==> config.mk <==
export PLATFORM = sky130hd
export DESIGN_NAME = fc_trigger_arbiter
export DESIGN_NICKNAME = d
export VERILOG_FILES = /design/src/rtl/fc_pkg.sv /design/src/rtl/fc_cfg_regs.sv /design/src/rtl/fc_pend_bank.sv /design/src/rtl/fc_pick.sv /design/src/rtl/fc_trigger_arbiter.sv
export SDC_FILE = /design/constraint.sdc
export NUM_CORES = 1
export LEC_CHECK = 0
export ABC_AREA = 0
export BUFFER_PORTS_ARGS = -buffer_cell sky130_fd_sc_hd__buf_2
export CAP_MARGIN = 20
export CORE_UTILIZATION = 57
export DETAILED_ROUTE_END_ITERATION = 8
export MAX_ROUTING_LAYER = met4
export PLACE_DENSITY = 0.93
export SETUP_SLACK_MARGIN = 0.02
export SLEW_MARGIN = 20
export SYNTH_ARGS = -nofsm -noshare
export SYNTH_HDL_FRONTEND = slang
export SYNTH_SLANG_ARGS = --single-unit
==> constraint.sdc <==
create_clock -name clk -period 5.36 [get_ports clk]
set_input_delay 0.804 -clock clk [delete_from_list [all_inputs] [get_ports clk]]
set_output_delay 0.804 -clock clk [all_outputs]
set_load 0.005 [all_outputs]
==> src/rtl/fc_pkg.sv <==
package fc_pkg;
  typedef enum logic [1:0] {
    SRC_HOST = 2'd0,
    SRC_GRPA = 2'd1,
    SRC_GRPB = 2'd2
  } fc_src_e;

  // map a sequence number to its requesting group
  function automatic fc_src_e src_of(input int idx, input int ncmd, input int ngrp);
    if (idx < ncmd) return SRC_HOST;
    else if (idx < ncmd + ngrp) return SRC_GRPA;
    else return SRC_GRPB;
  endfunction
endpackage

==> src/rtl/fc_cfg_regs.sv <==
module fc_cfg_regs #(
  parameter int N = 24
) (
  input  logic         clk,
  input  logic         rst,
  input  logic         en_wr,
  input  logic [N-1:0] en_data,
  input  logic         pri_wr,
  input  logic [N-1:0] pri_data,
  output logic [N-1:0] en_q,
  output logic [N-1:0] pri_q
);
  always_ff @(posedge clk) begin
    if (rst) begin
      en_q  <= '0;
      pri_q <= '0;
    end else begin
      if (en_wr)  en_q  <= en_data;
      if (pri_wr) pri_q <= pri_data;
    end
  end
endmodule

==> src/rtl/fc_pend_bank.sv <==
module fc_pend_bank #(
  parameter int N   = 24,
  parameter int IDW = 5
) (
  input  logic           clk,
  input  logic           rst,
  input  logic           clr,
  input  logic [N-1:0]   trig,
  input  logic           launch,
  input  logic [IDW-1:0] win,
  output logic [N-1:0]   pend
);
  for (genvar i = 0; i < N; i++) begin : g_bit
    logic taken;
    assign taken = launch && (win == IDW'(i));
    always_ff @(posedge clk) begin
      if (rst || clr) pend[i] <= 1'b0;
      else            pend[i] <= (pend[i] && !taken) || trig[i];
    end
  end
endmodule

==> src/rtl/fc_pick.sv <==
module fc_pick #(
  parameter int N   = 24,
  parameter int IDW = 5
) (
  input  logic [N-1:0]   pend,
  input  logic [N-1:0]   pri,
  output logic           any,
  output logic [IDW-1:0] win
);
  logic [N-1:0] hi;
  logic [N-1:0] cand;

  assign hi   = pend & pri;
  assign cand = (|hi) ? hi : pend;
  assign any  = |pend;

  // descending scan: the last hit is the lowest index
  always_comb begin
    win = '0;
    for (int i = N - 1; i >= 0; i--) begin
      if (cand[i]) win = IDW'(i);
    end
  end
endmodule

==> src/rtl/fc_trigger_arbiter.sv <==
module fc_trigger_arbiter
  import fc_pkg::*;
#(
  parameter int  CMD_N = 16,
  parameter int  GRP_N = 4,
  localparam int N_CH  = CMD_N + 2 * GRP_N,
  localparam int IDW   = $clog2(N_CH)
) (
  input  logic             clk,
  input  logic             rst,
  input  logic             cmd_wr,
  input  logic [CMD_N-1:0] cmd_bits,
  input  logic [GRP_N-1:0] evt_a,
  input  logic [GRP_N-1:0] evt_b,
  input  logic             en_wr,
  input  logic [N_CH-1:0]  en_data,
  input  logic             pri_wr,
  input  logic [N_CH-1:0]  pri_data,
  input  logic             ctl_pause,
  input  logic             ctl_resume,
  input  logic             ctl_reset,
  input  logic             fc_done,
  output logic             fc_start,
  output logic [IDW-1:0]   fc_id,
  output logic [1:0]       fc_src,
  output logic [N_CH-1:0]  pend_q,
  output logic             running,
  output logic             paused
);
  logic [N_CH-1:0] en_q;
  logic [N_CH-1:0] pri_q;
  logic [N_CH-1:0] trig;
  logic            any;
  logic [IDW-1:0]  win;
  logic            launch;
  fc_src_e         src_q;

  fc_cfg_regs #(.N(N_CH)) u_cfg (
    .clk(clk), .rst(rst),
    .en_wr(en_wr), .en_data(en_data),
    .pri_wr(pri_wr), .pri_data(pri_data),
    .en_q(en_q), .pri_q(pri_q)
  );

  // sequence numbering puts group order into the index order
  assign trig = {evt_b, evt_a, cmd_bits & {CMD_N{cmd_wr}}} & en_q;

  fc_pick #(.N(N_CH), .IDW(IDW)) u_pick (
    .pend(pend_q), .pri(pri_q), .any(any), .win(win)
  );

  assign launch = any && !running && !paused && !ctl_pause && !ctl_reset;

  fc_pend_bank #(.N(N_CH), .IDW(IDW)) u_pend (
    .clk(clk), .rst(rst), .clr(ctl_reset),
    .trig(trig), .launch(launch), .win(win), .pend(pend_q)
  );

  always_ff @(posedge clk) begin
    if (rst || ctl_reset) begin
      running  <= 1'b0;
      fc_start <= 1'b0;
    end else begin
      fc_start <= launch;
      if (launch)       running <= 1'b1;
      else if (fc_done) running <= 1'b0;
    end
  end

  always_ff @(posedge clk) begin
    if (rst) begin
      fc_id <= '0;
      src_q <= SRC_HOST;
    end else if (launch) begin
      fc_id <= win;
      src_q <= src_of(int'(win), CMD_N, GRP_N);
    end
  end

  always_ff @(posedge clk) begin
    if (rst)             paused <= 1'b0;
    else if (ctl_pause)  paused <= 1'b1;
    else if (ctl_resume) paused <= 1'b0;
  end

  assign fc_src = src_q;
endmodule

==> impl_metrics.json <==
{
  "crit_path_end_kind": "register",
  "die_height_um": 87.36,
  "worstSetupStartpointType": "register",
  "clock_path_buffers": 2,
  "drc": 0,
  "grt_start_max_net_pins": 60,
  "worst_slack_ns": 2.110,
  "min_from": "fc_id[4]$_SDFFE_PP0P_",
  "clock_sinks": 82,
  "seq_area_frac_synth": 0.3953,
  "area_growth_pct": 19.25,
  "reg2reg_depth": 9,
  "wl_per_cell_um": 18.57,
  "synth_edf_count": 0,
  "drt_iter0_drc": 426,
  "vias": 4106,
  "synth.distinct_cells": 69,
  "final_layout_size_suffix_gt1_frac": 0.2929,
  "timing.fmax_mhz": 307.7,
  "fin_skew_ns": 0.01040,
  "slew_violations": 0,
  "diodes": 0,
  "async_reset_ff_frac": 0,
  "cts_tree": "built",
  "hold_viol": 0,
  "clock_latency_ns": 0.37,
  "rsz0062_at_grt": "false",
  "cts_buffers": 9,
  "clk_pin_slew_ns": 0.09,
  "period_share": 0.6064,
  "drt_wl_total_um": 12180,
  "worstPathArrival_ns": 3.51,
  "via_per_inst": 6.259,
  "antenna_left": 0,
  "cts.hold.buffers_added": 0,
  "peakVddDrop_v": 0.0002018,
  "cts_setup_buffers": 0,
  "syn_avg_cell_area_um2": 9.208,
  "final_cell_mix": "buf_2, dfxtp_1, nor2_1",
  "max_cap_violations": 0,
  "period_needed_ns": 3.250,
  "grt_pass1_wl_um": 18870,
  "initial_core_util": 0.6013,
  "max_slew.worst_pin.slew_ns": 0.8591,
  "dp_hpwl_um": 8893,
  "status": "completed",
  "ys_warn_count": 0,
  "die_x_um": 87.36,
  "gr-total-overflow": 0,
  "core_mm2": 0.006907,
  "nNetsFinal": 636,
  "root_buffer": "clkbuf_8",
  "track_usage": 0.3359,
  "syn_nets": 532,
  "setup_viol": 0,
  "cts_max_level": 3,
  "die_area_mm2": 0.007631,
  "setup_tns_ns": 0,
  "hp-class": "register to register",
  "p_leak_nw": 2.134,
  "ys_seq_elements": 82,
  "dp_slack_ns": 2.157,
  "regToRegSetupSlack_ns": 2.11,
  "worstPathMaxFanout": 17,
  "rr_endpoint": "u_pend.pend[12]$_SDFF_PP0_",
  "critPathKind": "register to register",
  "hold-worst-slack_ns": 0.4630,
  "antenna_found_initial": 0,
  "synth_cells": 451,
  "hold_depth": 2,
  "maxSlewHeadroom": 0.4251,
  "crit_path_cell_trace": "a22oi_1, and4_1, nand3_4, o211ai_1, nand2_1, nor4_1, nand2_1, nor3_1, nor3_1",
  "ys.flop_type": "dfxtp_1",
  "cts-resized-gates": 0,
  "final_common_cell": "buf_2",
  "total_power_mw": 1.324,
  "rr_startpoint": "u_pend.pend[0]$_SDFF_PP0_",
  "portBuffers": 114,
  "drt_first_pass_iters": 6,
  "routabilityCongestion": 0.9680,
  "syn-cell-area_mm2": 0.004153,
  "p_per_area_mw_per_mm2": 267.4,
  "whs_endpoint": "fc_id[4]$_SDFFE_PP0P_",
  "num_io_pins": 115,
  "num_rows": 30,
  "worstPathRequired_ns": 5.62,
  "slowest_delay_ns": 0.65,
  "slowest_stage": "nor4_1",
  "grt_pass1_vias": 3872
}
-- registers in the layout, summed over array words and instances, names as in the netlist --
name,cells
u_cfg.en_q,24
fc_start,1
paused,1
running,1
fc_id,5
u_cfg.pri_q,24
fc_src,2
u_pend.pend,24
-- through the flow --
step / util / cell area (um^2) / cells
after floorplan: - / 4153 / 451
after CTS: 0.7170 / 4952 / 656
after global routing: 0.7170 / 4952 / 656
after global placement: 0.6870 / 4745 / 640
after detailed placement: 0.6870 / 4745 / 640
final: 0.7170 / 4952 / 656
-- cell families (layout without fill, tap and decap cells) --
| family | Yosys count | count (layout) | share of synthesized area |
|---|---|---|---|
| mux | 48 | 48 | 0.1157 |
| simple gates | 169 | 169 | 0.2133 |
| flops | 82 | 82 | 0.3953 |
| buf+inv | 30 | 139 | 0.03465 |
| compound gates | 122 | 122 | 0.2410 |
-- worst max-delay path, delay by kind of cell, from the launching register on --
family          cells  cell delay (ns)
compound gates      2             0.68
simple gates        7             2.02
flops               1             0.44
-- power breakdown --
group	internal [mW]	switching [mW]
Sequential	0.635	0.0264
Clock	0.223	0.250
Combinational	0.0827	0.107
Total	0.941	0.383
-- how the worst max path moves through the flow --
stage	start	endpoint	slack, ns
floorplan	u_pend.pend[4]$_SDFF_PP0_	u_pend.pend[13]$_SDFF_PP0_	2.85
global placement	u_pend.pend[0]$_SDFF_PP0_	u_pend.pend[12]$_SDFF_PP0_	2.24
detailed placement	u_pend.pend[0]$_SDFF_PP0_	u_pend.pend[12]$_SDFF_PP0_	2.16
CTS	u_pend.pend[0]$_SDFF_PP0_	u_pend.pend[13]$_SDFF_PP0_	2.17
global route	u_pend.pend[14]$_SDFF_PP0_	u_pend.pend[12]$_SDFF_PP0_	1.90
finish	u_pend.pend[0]$_SDFF_PP0_	u_pend.pend[12]$_SDFF_PP0_	2.11
-- area by class of cell --
type | count | area (um^2)
fill | 565 | 1954
tap | 96 | 120.1
multi-input combinational | 339 | 2367
clock buffer | 9 | 123.9
timing repair buffer | 117 | 593.1
inverter | 6 | 22.52
clock inverter | 7 | 83.83
sequential | 82 | 1642
-- cell usage after synthesis (6+ instances only) --
master	instances	share of area
inv_1	6	0.0054
o211ai_1	6	0.011
o21a_1	6	0.011
a311oi_1	11	0.023
nand4_1	10	0.015
a22oi_1	9	0.016
nand2_1	21	0.019
a31oi_1	19	0.029
nor3_1	7	0.0084
o21ai_0	10	0.012
and2_1	7	0.011
mux2i_1	48	0.12
clkbuf_1	14	0.013
dfxtp_1	82	0.40
nand3_1	21	0.025
nor2_1	70	0.063
a21oi_1	16	0.019
-- per-layer routing --
layer  routed length [um]  track usage
met3                 1141      0.05308
met2                 5741       0.5263
met1                 5016       0.4287
met5                    0            -
met4                  279       0.1475
Note: power is estimated with default switching activity, not from simulation.
